<file path="config.mk">
export PLATFORM = sky130hd
export DESIGN_NAME = ce_guard_gate
export DESIGN_NICKNAME = d
export VERILOG_FILES = /design/src/rtl/ce_guard_gate.sv
export SDC_FILE = /design/constraint.sdc
export NUM_CORES = 1
export LEC_CHECK = 0
export ABC_AREA = 1
export BUFFER_PORTS_ARGS = -buffer_cell sky130_fd_sc_hd__buf_2
export CAP_MARGIN = 25
export CORE_UTILIZATION = 28
export DETAILED_ROUTE_END_ITERATION = 16
export REMOVE_ABC_BUFFERS = 1
export SLEW_MARGIN = 10
export SYNTH_ARGS = -nofsm -noshare
export SYNTH_HDL_FRONTEND = slang
export SYNTH_SLANG_ARGS = --single-unit
</file>
<file path="constraint.sdc">
create_clock -name clk -period 3.16 [get_ports clk]
set_clock_uncertainty 0.15 [all_clocks]
set_input_delay 0.632 -clock clk [delete_from_list [all_inputs] [get_ports clk]]
set_output_delay 0.632 -clock clk [all_outputs]
set_load 0.01 [all_outputs]
</file>
<file path="src/rtl/ce_guard_gate.sv">
module ce_guard_gate #(
  parameter int GRACE_CYCLES = 250,
  parameter int SYNC_STAGES  = 2
) (
  input  logic clk,
  input  logic pf_event,
  input  logic ce_in_n,
  output logic ce_out_n
);

  localparam int CW = $clog2(GRACE_CYCLES + 1);

  typedef enum logic [1:0] {
    ST_PASS = 2'd0,
    ST_HOLD = 2'd1,
    ST_LOCK = 2'd2
  } state_t;

  logic [SYNC_STAGES-1:0] pf_pipe;
  logic [SYNC_STAGES-1:0] ce_pipe;
  logic                   pf_s;
  logic                   ce_s;
  logic                   pf_d;
  state_t                 st, st_nx;
  logic [CW-1:0]          cnt, cnt_nx;

  always_ff @(posedge clk) begin
    pf_pipe <= {pf_pipe[SYNC_STAGES-2:0], pf_event};
    ce_pipe <= {ce_pipe[SYNC_STAGES-2:0], ce_in_n};
  end

  assign pf_s = pf_pipe[SYNC_STAGES-1];
  assign ce_s = ce_pipe[SYNC_STAGES-1];

  always_comb begin
    st_nx  = st;
    cnt_nx = cnt;
    if (!pf_s) begin
      st_nx  = ST_PASS;
      cnt_nx = '0;
    end else begin
      case (st)
        ST_PASS: begin
          if (!pf_d && !ce_s) begin
            st_nx  = ST_HOLD;
            cnt_nx = CW'(GRACE_CYCLES);
          end else begin
            st_nx = ST_LOCK;
          end
        end
        ST_HOLD: begin
          if (ce_s || cnt == CW'(1)) st_nx = ST_LOCK;
          else                       cnt_nx = cnt - CW'(1);
        end
        default: st_nx = ST_LOCK;
      endcase
    end
  end

  always_ff @(posedge clk) begin
    pf_d <= pf_s;
    st   <= st_nx;
    cnt  <= cnt_nx;
  end

  assign ce_out_n = (st == ST_PASS || st == ST_HOLD) ? ce_s : 1'b1;

endmodule


</file>
==> results.py <==
metrics = {
    "die": {
        "io_pins": 4,
        "fp.dieW_um": 52.6,
        "die_area_sq_um": 2770,
        "rows": 17,
        "start_util": 0.309,
        "die_height_um": 52.6,
        "core-area_sq_um": 2320,
    },
    "clock_network": {
        "cts_sinks": 15,
        "cts_root_buf": "clkbuf_4",
        "clk_pin_slew_ns": 0.09,
        "cts_buffers": 3,
        "cts_setup_buffers": 0,
        "ctsLongestPathBuffers": 2,
        "ctsResizeCount": 0,
        "ctsHoldBuffers": 0,
        "cts-htree-levels": 1,
        "cts_tree": "built",
        "clk_latency_ns": 0.28,
    },
    "min_path": {
        "hold_path_class": "flip-flop to flip-flop",
        "hold_depth": 0,
        "min_to": "pf_pipe[1]",
        "min_from": "pf_pipe[0]",
    },
    "worst_setup_path": {
        "cp.required_ns": 2.38,
        "cp-end-kind": "output pin",
        "reg2reg_from": "cnt[1]",
        "r2r_setup_slack_ns": 1.57,
        "crit_arrival_ns": 0.88,
        "crit_type": "flip-flop to output pin",
        "reg2reg_depth": 7,
        "r2r-end": "cnt[4]",
        "crit_fanout": 2,
        "startpoint_type": "flip-flop",
    },
    "timing": {
        "setup_viol": 0,
        "max_freq_mhz": 603,
        "fin_crit_ns": 1.66,
        "maxSlewViolCount": 0,
        "relSlewSlack": 0.793,
        "tightest_slew_ns": 0.309,
        "finalHoldWorstSlack_ns": 0.189,
        "finalHoldViolations": 0,
        "setup_tns_ns": 0,
        "period_share": 0.525,
        "rsz0062_at_grt": "false",
    },
    "cells_and_area": {
        "regArea_sq_um": 300,
        "final.fill_count": 249,
        "synthToLayoutAreaGrowth_pct": 10.8,
        "drive_gt1_frac": 0.155,
        "diodes": 0,
        "fin_cells": 131,
        "fin_nets": 109,
        "multiInputGateArea_sq_um": 368,
    },
    "place": {
        "dp_cells": 127,
        "place_congestion": 0.813,
        "port_buffers": 3,
        "place_hpwl_um": 1040,
    },
    "route": {
        "via_count": 610,
        "first_pass_iters": 4,
        "viasPerCell": 4.66,
        "drc": 0,
        "drt-total-wl_um": 1370,
        "final_antenna_net_count": 0,
        "wl_per_cell_um": 10.4,
        "drt_iter0_drc": 16,
    },
    "synthesis": {
        "synth_largest_area_cell": "dfxtp_1",
        "syn_avg_cell_area_sq_um": 7.47,
        "ys_ff_latch": 15,
        "yosys-top-cells-area": "dfxtp_1 42%, nand3_1 12%, nand2_1 12%",
        "syn_inst": 96,
        "synth_area_sq_um": 717,
        "yosysUniqueCellTypes": 17,
        "netlist.area_leader.share": 0.419,
        "synth_warnings": 0,
        "ys_seq_area_frac": 0.419,
    },
    "job": {
        "cap_violations": 0,
    },
    "global_routing": {
        "grt_max_degree": 11,
        "grt_pass1_wl_um": 2260,
        "antenna_found_initial": 0,
        "overflow": 0,
        "first_global_vias": 522,
        "track_usage": 0.114,
    },
    "power_and_ir_drop": {
        "ir_drop_uv": 277,
        "p_leak_nw": 0.345,
        "power_density_nw_per_um2": 478,
    },
    "status": {
        "status": "complete, no violations",
    },
}
==> layer usage <==
metal  vias up  global-route usage  share of wire
met2         9               0.181           0.47
met5         -                   0              0
met4         0              0.0921          0.023
met3         4             0.00870          0.023
li1        324                   -              -
met1       273               0.138           0.48
==> sequential cells by signal, summed over array words and instances (netlist names) <==
register	count
st	2
ce_pipe	2
pf_d	1
pf_pipe	2
cnt	8
==> synthesized netlist by cell type (all sizes together) <==
cell   instances
dfxtp         15
nand2         24
o21ai          4
nand4          1
or2            1
a21oi          9
nand3         18
ha             2
inv           13
nor2           9
==> cells by family (layout without fill, tap and decap cells) <==
family | after synthesis | in the layout | synth area share
AO/OA/AOI/OAI | 13 | 13 | 0.106
AND/OR/NAND/NOR | 53 | 53 | 0.372
adder cells (fa/ha/maj) | 2 | 2 | 0.0349
buffers and inverters | 13 | 20 | 0.0681
flip-flops | 15 | 15 | 0.419
==> how the worst max path moves through the flow <==
stage / startpoint / end / slack, ns / depth (start not counted)
final: ce_pipe[1] / ce_out_n / 1.50 / 3
after floorplan: cnt[1] / cnt[5] / 1.76 / 7
after detailed placement: cnt[1] / cnt[4] / 1.58 / 7
after global routing: ce_pipe[1] / ce_out_n / 1.45 / 3
after global placement: cnt[1] / cnt[6] / 1.59 / 7
after CTS: ce_pipe[1] / ce_out_n / 1.49 / 3
==> where the power goes <==
part | switching [W] | internal (W) | leakage, nW | total (W)
sequential | 0.0000106 | 0.000200 | 0.124 | 0.000211
combinational | 0.0000382 | 0.0000234 | 0.203 | 0.0000616
clock | 0.0000605 | 0.0000470 | 0.0177 | 0.000107
==> worst max-delay path: stages, from the launching register on <==
cell and delay [ns]:
dfxtp_1 0.35, inv_1 0.07, nand2_1 0.06, buf_2 0.12
==> stage by stage <==
step / worst slack, ns / total power [W] / instance area [sq um] / utilization
6_report: 1.50 / 0.000380 / 795 / 0.343
4_1_cts: 1.49 / 0.000383 / 795 / 0.343
2_1_floorplan: 1.76 / 0.000263 / 717 / -
3_5_place_dp: 1.58 / 0.000277 / 767 / 0.331
5_1_grt: 1.45 / 0.000402 / 795 / 0.343
3_3_place_gp: 1.59 / 0.000276 / 767 / 0.331
==> final cells by class <==
| type | instances | area share |
|---|---|---|
| clock buffer | 3 | 0.0283 |
| inverter | 13 | 0.0614 |
| tap | 28 | 0.0441 |
| timing repair buffer | 3 | 0.0189 |
| sequential | 15 | 0.378 |
| multi-input combinational | 68 | 0.463 |
| clock inverter | 1 | 0.00630 |
==> cell usage in the layout, fill, tap and decap left out, types with 2 or more instances in the layout <==
master	instances
a21oi_1	9
buf_2	3
clkbuf_4	3
dfxtp_1	15
ha_1	2
inv_1	12
nand2_1	22
nand3_1	17
nor2_1	5
nor2_4	3
o21ai_0	3
Power figures use the tool's default switching activity.
